File: src/rtl/dwl_pkg.sv
package dwl_pkg;
  localparam int REG_AW = 5;

  localparam logic [5:0] OPC_DISP = 6'd58;
  localparam logic [5:0] OPC_IDX  = 6'd31;
  localparam logic [9:0] XO_IDX   = 10'd21;
  localparam logic [9:0] XO_IDXU  = 10'd53;

  typedef enum logic [2:0] {
    ST_IDLE, ST_RD_LO, ST_WT_LO, ST_RD_HI, ST_WT_HI, ST_WB_DST, ST_WB_BASE
  } dwl_state_e;

  typedef struct packed {
    logic              legal;
    logic              indexed;
    logic              update;
    logic [REG_AW-1:0] rt;
    logic [REG_AW-1:0] ra;
    logic [REG_AW-1:0] rb;
    logic [13:0]       disp;
  } dwl_dec_t;
endpackage

File: src/rtl/dwl_decode.sv
module dwl_decode
  import dwl_pkg::*;
(
  input  logic [31:0] word,
  output dwl_dec_t    dec
);
  logic [5:0] opc;
  logic [9:0] xo10;
  logic [1:0] xo2;

  assign opc  = word[31:26];
  assign xo10 = word[10:1];
  assign xo2  = word[1:0];

  always_comb begin
    dec         = '0;
    dec.rt      = word[25:21];
    dec.ra      = word[20:16];
    dec.rb      = word[15:11];
    dec.disp    = word[15:2];
    if (opc == OPC_DISP && !xo2[1]) begin
      dec.legal  = 1'b1;
      dec.update = xo2[0];
    end else if (opc == OPC_IDX && !word[0] && (xo10 == XO_IDX || xo10 == XO_IDXU)) begin
      dec.legal   = 1'b1;
      dec.indexed = 1'b1;
      dec.update  = (xo10 == XO_IDXU);
    end
  end
endmodule

File: src/rtl/dwl_agu.sv
module dwl_agu
  import dwl_pkg::*;
#(
  parameter int XLEN = 64,
  parameter int AW   = 32
) (
  input  logic              indexed,
  input  logic              update,
  input  logic [REG_AW-1:0] ra,
  input  logic [REG_AW-1:0] rt,
  input  logic [13:0]       disp,
  input  logic [XLEN-1:0]   a_val,
  input  logic [XLEN-1:0]   b_val,
  output logic [AW-1:0]     ea,
  output logic              bad_form
);
  logic [XLEN-1:0] base, offs, sum;

  assign base     = (update || ra != '0) ? a_val : '0;
  assign offs     = indexed ? b_val : {{(XLEN-16){disp[13]}}, disp, 2'b00};
  assign sum      = base + offs;
  assign ea       = sum[AW-1:0];
  assign bad_form = update && (ra == '0 || ra == rt);
endmodule

File: src/rtl/dwl_merge.sv
module dwl_merge #(
  parameter int XLEN = 64,
  localparam int BYTES = XLEN / 8,
  localparam int OFSW  = $clog2(BYTES)
) (
  input  logic [XLEN-1:0] lo,
  input  logic [XLEN-1:0] hi,
  input  logic [OFSW-1:0] sh,
  output logic [XLEN-1:0] out
);
  localparam int BSW = OFSW + 1;
  logic [7:0] lanes [2*BYTES];

  for (genvar i = 0; i < 2*BYTES; i++) begin : g_lane
    if (i < BYTES) begin : g_lo
      assign lanes[i] = lo[XLEN-1-8*i -: 8];
    end else begin : g_hi
      assign lanes[i] = hi[XLEN-1-8*(i-BYTES) -: 8];
    end
  end

  for (genvar k = 0; k < BYTES; k++) begin : g_out
    localparam logic [BSW-1:0] KK = BSW'(k);
    assign out[XLEN-1-8*k -: 8] = lanes[KK + {1'b0, sh}];
  end
endmodule

File: src/rtl/dwl_load_unit.sv
module dwl_load_unit
  import dwl_pkg::*;
#(
  parameter int XLEN = 64,
  parameter int AW   = 32
) (
  input  logic              clk,
  input  logic              rst_n,
  input  logic              insn_valid,
  output logic              insn_ready,
  input  logic [31:0]       insn_word,
  input  logic [AW-1:0]     insn_pc,
  output logic [REG_AW-1:0] rf_a_addr,
  input  logic [XLEN-1:0]   rf_a_data,
  output logic [REG_AW-1:0] rf_b_addr,
  input  logic [XLEN-1:0]   rf_b_data,
  output logic              mem_req_valid,
  input  logic              mem_req_ready,
  output logic [AW-1:0]     mem_req_addr,
  input  logic              mem_rsp_valid,
  input  logic [XLEN-1:0]   mem_rsp_data,
  output logic              wr_dst_en,
  output logic [REG_AW-1:0] wr_dst_addr,
  output logic [XLEN-1:0]   wr_dst_data,
  output logic              wr_base_en,
  output logic [REG_AW-1:0] wr_base_addr,
  output logic [XLEN-1:0]   wr_base_data,
  output logic              busy,
  output logic              done,
  output logic              illegal,
  output logic              bad_form,
  output logic [AW-1:0]     next_pc
);
  localparam int BYTES = XLEN / 8;
  localparam int OFSW  = $clog2(BYTES);

  dwl_state_e        state;
  dwl_dec_t          dec;
  logic [AW-1:0]     ea_c, ea_q, pc_q;
  logic              bad_c, bad_q, upd_q, ill_q;
  logic [REG_AW-1:0] rt_q, ra_q;
  logic [XLEN-1:0]   lo_q, hi_q, merged;
  logic              accept;

  dwl_decode u_dec (.word(insn_word), .dec(dec));

  dwl_agu #(.XLEN(XLEN), .AW(AW)) u_agu (
    .indexed(dec.indexed), .update(dec.update), .ra(dec.ra), .rt(dec.rt),
    .disp(dec.disp), .a_val(rf_a_data), .b_val(rf_b_data),
    .ea(ea_c), .bad_form(bad_c)
  );

  dwl_merge #(.XLEN(XLEN)) u_merge (
    .lo(lo_q), .hi(hi_q), .sh(ea_q[OFSW-1:0]), .out(merged)
  );

  assign rf_a_addr  = dec.ra;
  assign rf_b_addr  = dec.rb;
  assign busy       = (state != ST_IDLE);
  assign insn_ready = !busy;
  assign accept     = insn_valid && insn_ready;

  always_ff @(posedge clk) begin
    if (!rst_n) begin
      state <= ST_IDLE;
      ill_q <= 1'b0;
      ea_q  <= '0;
      pc_q  <= '0;
      bad_q <= 1'b0;
      upd_q <= 1'b0;
      rt_q  <= '0;
      ra_q  <= '0;
      lo_q  <= '0;
      hi_q  <= '0;
    end else begin
      ill_q <= 1'b0;
      unique case (state)
        ST_IDLE: begin
          if (accept && !dec.legal) ill_q <= 1'b1;
          if (accept && dec.legal) begin
            ea_q  <= ea_c;
            pc_q  <= insn_pc;
            bad_q <= bad_c;
            upd_q <= dec.update;
            rt_q  <= dec.rt;
            ra_q  <= dec.ra;
            state <= ST_RD_LO;
          end
        end
        ST_RD_LO: if (mem_req_ready) state <= ST_WT_LO;
        ST_WT_LO: if (mem_rsp_valid) begin
          lo_q  <= mem_rsp_data;
          state <= (ea_q[OFSW-1:0] == '0) ? ST_WB_DST : ST_RD_HI;
        end
        ST_RD_HI: if (mem_req_ready) state <= ST_WT_HI;
        ST_WT_HI: if (mem_rsp_valid) begin
          hi_q  <= mem_rsp_data;
          state <= ST_WB_DST;
        end
        ST_WB_DST:  state <= upd_q ? ST_WB_BASE : ST_IDLE;
        ST_WB_BASE: state <= ST_IDLE;
        default:    state <= ST_IDLE;
      endcase
    end
  end

  assign mem_req_valid = (state == ST_RD_LO) || (state == ST_RD_HI);
  assign mem_req_addr  = {ea_q[AW-1:OFSW], {OFSW{1'b0}}}
                       + ((state == ST_RD_HI) ? AW'(BYTES) : '0);

  assign wr_dst_en    = (state == ST_WB_DST);
  assign wr_dst_addr  = rt_q;
  assign wr_dst_data  = merged;
  assign wr_base_en   = (state == ST_WB_BASE);
  assign wr_base_addr = ra_q;
  assign wr_base_data = {{(XLEN-AW){1'b0}}, ea_q};

  assign done     = (wr_dst_en && !upd_q) || wr_base_en;
  assign bad_form = done && bad_q;
  assign illegal  = ill_q;
  assign next_pc  = pc_q + AW'(4);
endmodule

File: config.mk
export PLATFORM = sky130hd
export DESIGN_NAME = dwl_load_unit
export DESIGN_NICKNAME = d
export VERILOG_FILES = /design/src/rtl/dwl_pkg.sv /design/src/rtl/dwl_decode.sv /design/src/rtl/dwl_agu.sv /design/src/rtl/dwl_merge.sv /design/src/rtl/dwl_load_unit.sv
export SDC_FILE = /design/constraint.sdc
export NUM_CORES = 1
export LEC_CHECK = 0
export ABC_AREA = 1
export BUFFER_PORTS_ARGS = -buffer_cell sky130_fd_sc_hd__buf_2
export CAP_MARGIN = 25
export CORE_MARGIN = 5
export CORE_UTILIZATION = 45
export DETAILED_ROUTE_END_ITERATION = 8
export PLACE_DENSITY = 0.71
export SYNTH_ARGS = -nofsm -noshare
export SYNTH_HDL_FRONTEND = slang
export SYNTH_SLANG_ARGS = --single-unit
File: constraint.sdc
create_clock -name clk -period 2.65 [get_ports clk]
set_input_delay 0 -clock clk [delete_from_list [all_inputs] [get_ports clk]]
set_output_delay 0 -clock clk [all_outputs]
set_load 0.02 [all_outputs]
# Word-level counts from Yosys, hierarchy flattened
# Index checks and enable logic that the tools add are counted.
# word_totals
regBits	208
inputBits	261
elab_cells	121
output_inout_bits	220
# classes
reduce_logical	29
n_addsub	10
magnitude_cmp	8
bitwise_logic	8
mux	40
eq_ne	16
# op_table
op	count
$bmux W8 S4	8
$mux W8	16
$mux W32	2
$ge A5 B5 Y1 const B	8
$not A4 Y5	7
$add A32 B3 Y32 const B	1
$add A32 B32 Y32	1
$add A32 B4 Y32	1
$mux W3	8
$pmux W3 S6	1
$add A3 B3 Y4 const A	4
$eq A10 B5 Y1 const B	1
$eq A10 B6 Y1 const B	1
$ne A2 B2 Y1 const B	5
$eq A3 B3 Y1 const B	3
$logic_and A1 B1 Y1	9
$add A2 B3 Y4 const A	2
$reduce_and A2 Y1	4
$eq A3 B2 Y1 const B	2
$eq A6 B5 Y1 const B	1
$eq A6 B6 Y1 const B	1
$logic_not A3 Y1	2
$eq A5 B5 Y1	1
$logic_not A1 Y1	5
other kinds (10)	17

# Longest topological paths before layout
# Gate-level depths: netlist of the first run.
# logic_depth
word_depth	8
depth_mapped	23
mapped_depth_nobuf	22

# Modules after synthesis
# Synthesis of the first run repeated with hierarchy kept, for this count alone.
# hier_totals
cells_unflattened	3066
hier_area_um2	17714.5
# by_module_without_submodules
mod	instances	area_each_um2	cells_each	seq_area_each_um2
dwl_load_unit	1	9356.5	1284	4164.0
dwl_merge	1	4943.5	1091	0.0
dwl_agu	1	3071.7	632	0.0
dwl_decode	1	342.8	59	0.0

# Worst setup path after synthesis of the first run
# Ideal clock, no wire load.
# synth_path
path_kind	reg2out
startpoint	reg ea_q[1]
endpoint	out wr_dst_data[6]
path_buffers	5
t_arrival_ns	2.821
required_ns	2.650
path_slack_ns	-0.171
path_stages_with_launch	12
cell_sequence	dfxtp_1 inv_1 buf_2 clkbuf_1 buf_2 ha_1 buf_2 buf_1 nand2_1 o21ai_1 nor2_1 o31ai_1
# synth_via
elab_chain_len	5
# synth_rtl
item	line	text
start, declared	dwl_load_unit.sv:39	logic [AW-1:0] ea_c, ea_q, pc_q;
start signal, assigned	dwl_load_unit.sv:67	ea_q <= '0;
start signal, assigned	dwl_load_unit.sv:81	ea_q <= ea_c;
$add A3 B3 Y4	dwl_merge.sv:24	assign out[XLEN-1-8*k -: 8] = lanes[KK + {1'b0, sh}];
$not A4 Y5 (not written as such)	dwl_merge.sv:24	
$bmux W8 S4	dwl_merge.sv:24	
$mux W8 (not written as such) (2 in series)	dwl_merge.sv:24	
end, declared	dwl_load_unit.sv:24	output logic [XLEN-1:0] wr_dst_data,
# Every way passes these cells. The select of a mux whose other input is x is not followed.

# Worst setup path in the final report of the first run
# layout_path
startpoint	reg state[2]
endpoint	out mem_req_addr[24]
# layout_via
elab_chain_len	3
# layout_rtl
item	line	text
start, declared	dwl_load_unit.sv:37	dwl_state_e state;
start signal, assigned	dwl_load_unit.sv:93	state <= (ea_q[OFSW-1:0] == '0) ? ST_WB_DST : ST_RD_HI;
start signal, assigned	dwl_load_unit.sv:100	ST_WB_DST: state <= upd_q ? ST_WB_BASE : ST_IDLE;
$eq A3 B2 Y1	dwl_load_unit.sv:109	+ ((state == ST_RD_HI) ? AW'(BYTES) : '0);
$mux W4	dwl_load_unit.sv:109	
$add A32 B4 Y32	dwl_load_unit.sv:109	
end, declared	dwl_load_unit.sv:19	output logic [AW-1:0] mem_req_addr,
# Every way passes these cells.

==> flow_metrics.env, run 1 <==
export IMPL_worstPathCellList="nor2_4 > nand2_2 > inv_2 > ha_4 > buf_6 > nand3_4 > inv_4 > nand2_4 > nor4_4 > nand2_2 > nor2_4 > nand2_4 > nor2_4 > nor2_4 > nor2_4 > buf_6"
export IMPL_die_w_um=200
export IMPL_ys_ff_latch=208
export IMPL_wl_per_cell_um=17.9
export IMPL_drv_slew=0
export IMPL_worst_path_buf_inv=4
export IMPL_nets=3513
export IMPL_fin_crit_sh=1.02
export IMPL_start_kind="register"
export IMPL_reg2regPathDepth=11
export IMPL_dr_pass1_iters=7
export IMPL_setup_viol=3
export IMPL_finalHoldViolCount=0
export IMPL_clk_pin_slew_ps=60
export IMPL_holdPathStages=6
export IMPL_die_area_um2=39800
export IMPL_areaGrowthSynthToFinish_pct=32.8
export IMPL_root_buffer="clkbuf_16"
export IMPL_routed_wl_um=65900
export IMPL_die_h_um=200
export IMPL_overflow=0
export IMPL_max_clock_freq_mhz=370
export IMPL_fillers=3437
export IMPL_ys_seq_area_frac=0.258
export IMPL_pre_cts_slack_ps=-277
export IMPL_grt_pass1_vias=18400
export IMPL_r2r_slack_ps=340
export IMPL_p_total_mw=11.0
export IMPL_power_density_nw_per_um2=515
export IMPL_comb_power_share=0.352
export IMPL_grt_max_degree=177
export IMPL_critPathCaptureType="output pin"
export IMPL_antenna_found_initial=0
export IMPL_cts_sinks=208
export IMPL_remaining_drc_errors=0
export IMPL_hold_end="ea_q[0]"
export IMPL_grt_pass1_wl_um=98200
export IMPL_clockBufferDepth=3
export IMPL_synth_cells=2719
export IMPL_worst_path_largest_cell_delay_ps=360
export IMPL_irDropWorstVdd_v=0.000498
export IMPL_vias=19700
export IMPL_rr_endpoint="ea_q[27]"
export IMPL_cp_slowest_cell="dfxtp_2"
export IMPL_syn_area_per_cell_um2=5.94
export IMPL_leakage_nw=10.5
export IMPL_power_frac_seq=0.340
export IMPL_fin_skew_ps=10.9
export IMPL_worstPathRequired_ps=2650
export IMPL_critical_path_top_delay_family="simple AND/OR/NAND/NOR gates"
export IMPL_yosys_top_cells_area="dfxtp_1 (26%), nand2_1 (17%), o21ai_0 (12%)"
export IMPL_rows=69
export IMPL_cts_inserted_buffers=25
export IMPL_post_route_worst_setup_slack_ps=-53.1
export IMPL_violations="negative setup slack"
export IMPL_criticalPathCategory="register to output pin"
export IMPL_cts_tree="yes"
export IMPL_final_util=0.605
export IMPL_power_frac_clock=0.308
export IMPL_critPathLaunch="state[2]"
export IMPL_synth_cell_types=48
export IMPL_grt_util_all_layers=0.307
export IMPL_initial_core_util=0.455
export IMPL_rr_startpoint="state[0]"
export IMPL_p_int_mw=6.89
export IMPL_maxCapViolations=0
export IMPL_finalCriticalPeriod_ps=2700
export IMPL_tightestPinTransition_ps=1060
export IMPL_place_congestion=0.947
export IMPL_worst_path_most_repeated_cell="nor2_4"
export IMPL_clk_latency_ps=520
export IMPL_drtIter0Drc=1393
export IMPL_switching_share=0.376
export IMPL_synth_top_cell_by_area="dfxtp_1"
export IMPL_drive_gt1_frac=0.207
export IMPL_netlist_area_um2=16200
export IMPL_drtAntennaViolNets=0
export IMPL_rsz0062_at_grt="true"
export IMPL_critical_path_arrival_ps=2700
export IMPL_tns_ps=-98.0
export IMPL_synth_top_area_share=0.258
export IMPL_async_flop_share=0
export IMPL_core_um2=35500
export IMPL_hpwlAfterDp_um=49300
export IMPL_outcome="complete, but fails checks"
export IMPL_maxSlewHeadroom=0.290
export IMPL_synthFlopType="dfxtp_1"
export IMPL_htreeDepth=1
export IMPL_io_pins=481
export IMPL_io_buffers=381
export IMPL_synth_edff_count=0
export IMPL_p_switching_mw=4.15
export IMPL_yosysWarningCount=0
export IMPL_path_max_fanout=5
export IMPL_min_from="rf_a_data[0]"
export IMPL_via_per_inst=5.33
export IMPL_holdCritPathClass="input port to register"
synthesized netlist by cell type (all sizes together) (19+ instances only):
library cell  number
nand2            723
o21ai            384
nor2             349
inv              275
dfxtp            208
a21oi            191
nand3            108
buf              102
clkbuf            97
ha                42
xor2              40
xnor2             31
nor3              27
nand4             20
o211ai            19
stage by stage:
step / hold slack [ps] / instance area, um^2 / std cells
finish: 44.0 / 21500 / 3689
global placement: 221 / 18800 / 3499
CTS: 42.7 / 20900 / 3670
global route: 66.0 / 21500 / 3688
detailed placement: 230 / 18800 / 3499
floorplan: 113 / 16400 / 2753
layout by cell type (no fill, tap or decap), types with 12 or more instances in the layout:
cell type / count
a21oi_1: 186
a31oi_1: 15
buf_12: 12
buf_2: 365
buf_4: 121
clkbuf_16: 30
conb_1: 35
dfxtp_1: 204
dlygate4sd3_1: 111
ha_1: 36
inv_1: 266
mux2i_1: 14
nand2_1: 710
nand3_1: 102
nand4_1: 20
nor2_1: 335
nor2_4: 13
nor3_1: 21
o211ai_1: 19
o21ai_0: 366
o21ai_1: 18
o31ai_2: 16
xnor2_1: 30
xor2_1: 34
layer usage:
metal	routed length [um]	global-route usage	vias up
met4	3250	0.131	0
met2	32200	0.544	821
met3	4610	0.0443	160
met5	0	0	-
li1	-	-	9685
met1	25800	0.370	9005
worst register-to-register path, cell delays in order (launching register included):
cell,delay [ps]
dfxtp_2,320
buf_4,130
nor2_1,100
inv_1,70
nor2_1,210
nand2_1,230
a21oi_4,240
inv_2,250
buf_12,280
a21oi_1,280
nand2_1,90
inv_1,50
kinds of logic after synthesis:
| family | Yosys count | synth area share |
|---|---|---|
| AOI/OAI and AO/OA | 656 | 0.217 |
| xor gates and xnor gates | 71 | 0.0389 |
| adders and majority gates | 43 | 0.0338 |
| buffers and inverters | 474 | 0.127 |
| DFF | 208 | 0.258 |
| muxes | 18 | 0.0111 |
| other | 1 | 0.000232 |
| and+or+nand+nor | 1248 | 0.315 |
cell type report:
class | instances | area [um^2] | area share
well taps | 461 | 577 | 0.0269
repair inverters | 1 | 5.00 | 0.000233
flip-flops and latches | 208 | 4170 | 0.194
inverters | 275 | 1040 | 0.0487
multi-input cells | 2071 | 10500 | 0.488
repair buffers | 627 | 4400 | 0.205
clock buffers | 32 | 662 | 0.0308
clock inverters | 13 | 135 | 0.00629
diodes | 1 | 2.50 | 0.000117
power groups by stage:
stage | registers (mW) | clock network, mW | logic [mW]
floorplan | 3.76 | 0 | 2.32
global placement | 3.80 | 0 | 3.54
detailed placement | 3.82 | 0 | 3.59
CTS | 3.75 | 3.44 | 3.79
global route | 3.81 | 3.57 | 4.28
finish | 3.76 | 3.40 | 3.89
repair_timing:
item,CTS,global route
setup endpoints to repair,29,63
resized for setup,41,83
pin swaps,10,19
cloned,0,6
endpoints found under the hold margin,174,0
hold buffers,111,0
setup buffers,15,12
registers in the layout, summed over array words and instances, names as in the netlist:
name / count
bad_q: 1
ea_q: 32
hi_q: 64
illegal: 1
lo_q: 64
pc_q: 32
state: 3
upd_q: 1
wr_base_addr: 5
wr_dst_addr: 5
worst max path at each step:
stage / to / slack (ps) / cells past startpoint
3_5_place_dp: ea_q[28] / -280 / 20
4_1_cts: mem_req_addr[29] / -120 / 16
2_1_floorplan: wr_dst_data[22] / 20 / 11
3_3_place_gp: ea_q[28] / -310 / 20
6_report: mem_req_addr[24] / -50 / 16
5_1_grt: mem_req_addr[29] / -170 / 16
Note: power is estimated with default switching activity, not from simulation.
==> inputs of run 2 (changes only) <==
- ABC_AREA: 1 -> 0
- ABC_CLOCK_PERIOD_IN_PS: default -> 2650
==> run 2 against run 1 <==
Against the previous run:
- the flow still finishes with violations (negative setup slack)
- routed wire length fell by 8.2%
- critical path depth rose by 2
- die area fell by 2.8%
- highest routed layer is now met5
==> flow_metrics.env, run 2 <==
export IMPL_seq_area_um2=4190
export IMPL_irDropWorstVdd_v=0.000612
export IMPL_fillers=2624
export IMPL_synth_top_cell_by_area="dfxtp_1"
export IMPL_tightestPinTransition_ps=796
export IMPL_synth_simple_area_share=0.197
export IMPL_grt_max_degree=88
export IMPL_nets=2660
export IMPL_reg_top3="hi_q: 64 flops, lo_q: 64 flops"
export IMPL_fin_crit_sh=1.07
export IMPL_die_w_um=197
export IMPL_layout_common_cells="nand2_1 (488), buf_2 (337), dfxtp_1 (196)"
export IMPL_path_max_fanout=8
export IMPL_finalCriticalPeriod_ps=2840
export IMPL_yosysWarningCount=0
export IMPL_clockBufferDepth=3
export IMPL_switching_share=0.264
export IMPL_ys_seq_area_frac=0.265
export IMPL_synthTopCellsByCount="nand2_1 (499), dfxtp_1 (208), a21boi_0 (165)"
export IMPL_dpl_cell_area_um2=18900
export IMPL_yosys_top_cells_area="dfxtp_1 (27%), mux4_2 (23%), nand2_1 (12%)"
export IMPL_critical_path_arrival_ps=3260
export IMPL_outcome="complete, but fails checks"
export IMPL_netlist_area_um2=15700
export IMPL_areaGrowthSynthToFinish_pct=45.3
export IMPL_layout_commonest_cell="nand2_1"
export IMPL_grt_util_all_layers=0.290
export IMPL_comb_power_share=0.178
export IMPL_synth_cell_types=68
export IMPL_drv_slew=0
export IMPL_syn_area_per_cell_um2=8.95
export IMPL_synthFlopType="dfxtp_1"
export IMPL_drtAntennaViolNets=0
export IMPL_die_area_um2=38700
export IMPL_overflow=0
export IMPL_start_kind="input port"
export IMPL_synth_edff_count=0
export IMPL_synth_top_area_share=0.265
export IMPL_holdCritPathClass="input port to register"
export IMPL_setup_viol=41
export IMPL_routed_wl_um=60400
export IMPL_post_route_worst_setup_slack_ps=-187
export IMPL_synth_compound_area_frac=0.154
export IMPL_rsz0062_at_grt="true"
export IMPL_worstPathRequired_ps=3070
export IMPL_die_h_um=197
export IMPL_criticalPathCategory="input port to register"
export IMPL_initial_core_util=0.455
export IMPL_synth_most_common_cell="nand2_1"
export IMPL_p_int_mw=5.98
export IMPL_via_per_inst=5.78
export IMPL_rows=68
export IMPL_leakage_nw=9.23
export IMPL_clk_latency_ps=560
export IMPL_vias=16400
export IMPL_pre_cts_slack_ps=-903
export IMPL_multi_input_area_um2=11700
export IMPL_violations="negative setup slack"
export IMPL_r2r_slack_ps=180
export IMPL_io_pins=481
export IMPL_cts_tree="yes"
export IMPL_grt_pass1_vias=16300
export IMPL_dr_pass1_iters=5
export IMPL_maxSlewHeadroom=0.469
export IMPL_drive_gt1_frac=0.406
export IMPL_core_um2=34500
export IMPL_finalHoldViolCount=0
export IMPL_remaining_drc_errors=0
export IMPL_synth_top_family_by_area="multiplexers"
export IMPL_holdWs_ps=18.4
export IMPL_design_area_um2=22800
export IMPL_power_frac_seq=0.386
export IMPL_synthAdderAreaFrac=0.0348
export IMPL_antenna_found_initial=3
export IMPL_fin_skew_ps=33.6
export IMPL_clk_pin_slew_ps=60
export IMPL_critPathCaptureType="register"
export IMPL_synth_cells=1752
export IMPL_p_switching_mw=2.15
export IMPL_synthMuxAreaShare=0.241
export IMPL_max_clock_freq_mhz=353
export IMPL_drtIter0Drc=1395
export IMPL_power_frac_clock=0.436
export IMPL_hpwlAfterDp_um=41200
export IMPL_maxCapViolations=0
export IMPL_root_buffer="clkbuf_16"
export IMPL_cts_sinks=208
export IMPL_io_buffers=381
export IMPL_wl_per_cell_um=21.4
export IMPL_place_congestion=0.949
export IMPL_power_density_nw_per_um2=357
export IMPL_async_flop_share=0
export IMPL_cts_inserted_buffers=26
export IMPL_p_total_mw=8.13
export IMPL_synthXorXnorAreaFrac=0.0497
export IMPL_grt_pass1_wl_um=90500
export IMPL_htreeDepth=1
export IMPL_ys_ff_latch=208
-- run 2: cell types whose count changed in the layout (fill, tap and decap cells not counted), moves of 152 or more --
cell,previous run,this run
mux4_2,0,161
nor2_1,335,24
inv_1,266,15
o21ai_0,366,11
nand2_1,710,488
a21boi_0,1,163
a21oi_1,186,34
-- run 2: final cells by class --
| type | count | area share |
|---|---|---|
| Clock inverter | 8 | 0.00362 |
| Sequential cell | 208 | 0.184 |
| Inverter | 19 | 0.00340 |
| Antenna cell | 2 | 0.000220 |
| Multi-Input combinational cell | 1394 | 0.513 |
| Timing Repair Buffer | 707 | 0.238 |
| Tap cell | 455 | 0.0250 |
| Clock buffer | 37 | 0.0334 |
-- run 2: worst paths after layout --
kind	startpoint	endpoint	depth (start not counted)
worst max-delay path	insn_word[19]	ea_q[31]	18
worst max register to register	state[2]	pc_q[0]	8
worst min register to register	wr_base_addr[4]	wr_base_addr[4]	2
worst min-delay path	rf_a_data[0]	ea_q[0]	5
-- run 2: per-stage QoR --
stage          TNS [ps]  instances   util
2_1_floorplan     -4570       1786      -
3_3_place_gp     -15330       2610  0.549
3_5_place_dp     -17170       2610  0.549
4_1_cts           -2020       2807  0.641
5_1_grt           -6250       2828  0.661
6_report          -3190       2830  0.662
-- run 2: layer usage --
layer,up-vias,global-route usage,share of wire
met5,-,0,0.00053
met1,7844,0.342,0.35
li1,7386,-,-
met4,4,0.135,0.059
met3,247,0.0590,0.096
met2,874,0.509,0.50
-- run 2: critical path: stages --
cell	delay [ps]
buf_6	100
or4_4	540
nor2_4	130
buf_6	130
nand2_4	60
buf_12	150
buf_8	140
and2_4	140
ha_4	230
and3_4	190
a221oi_2	280
o21ai_2	100
a22o_1	220
a21oi_4	180
a31oi_4	130
o41ai_2	250
o211ai_1	130
o211a_1	140
-- run 2: logic make-up (layout without fill, tap and decap cells) --
group                      after synthesis  count (layout)
other                                    1              37
DFF                                    208             208
AOI/OAI and AO/OA                      343             343
adders and majority gates               43              43
and+or+nand+nor                        709             709
buffers and inverters                  184             771
xor gates and xnor gates                89              89
muxes                                  175             175
-- run 2: repair_timing --
item                                   CTS  global route
pin swaps                               42            62
resized for setup                      158           139
endpoints found under the hold margin  179             0
hold buffers                           112             0
cloned                                   9             4
setup endpoints to repair               93            92
buffers inserted                        33            23
-- run 2: power by group through the flow --
stage	clock (mW)	sequential [mW]	combinational (mW)
finish	3.55	3.14	1.44
global route	3.73	3.14	1.55
global placement	0	3.21	1.06
detailed placement	0	3.21	1.07
floorplan	0	3.21	0.635
CTS	3.59	3.14	1.31
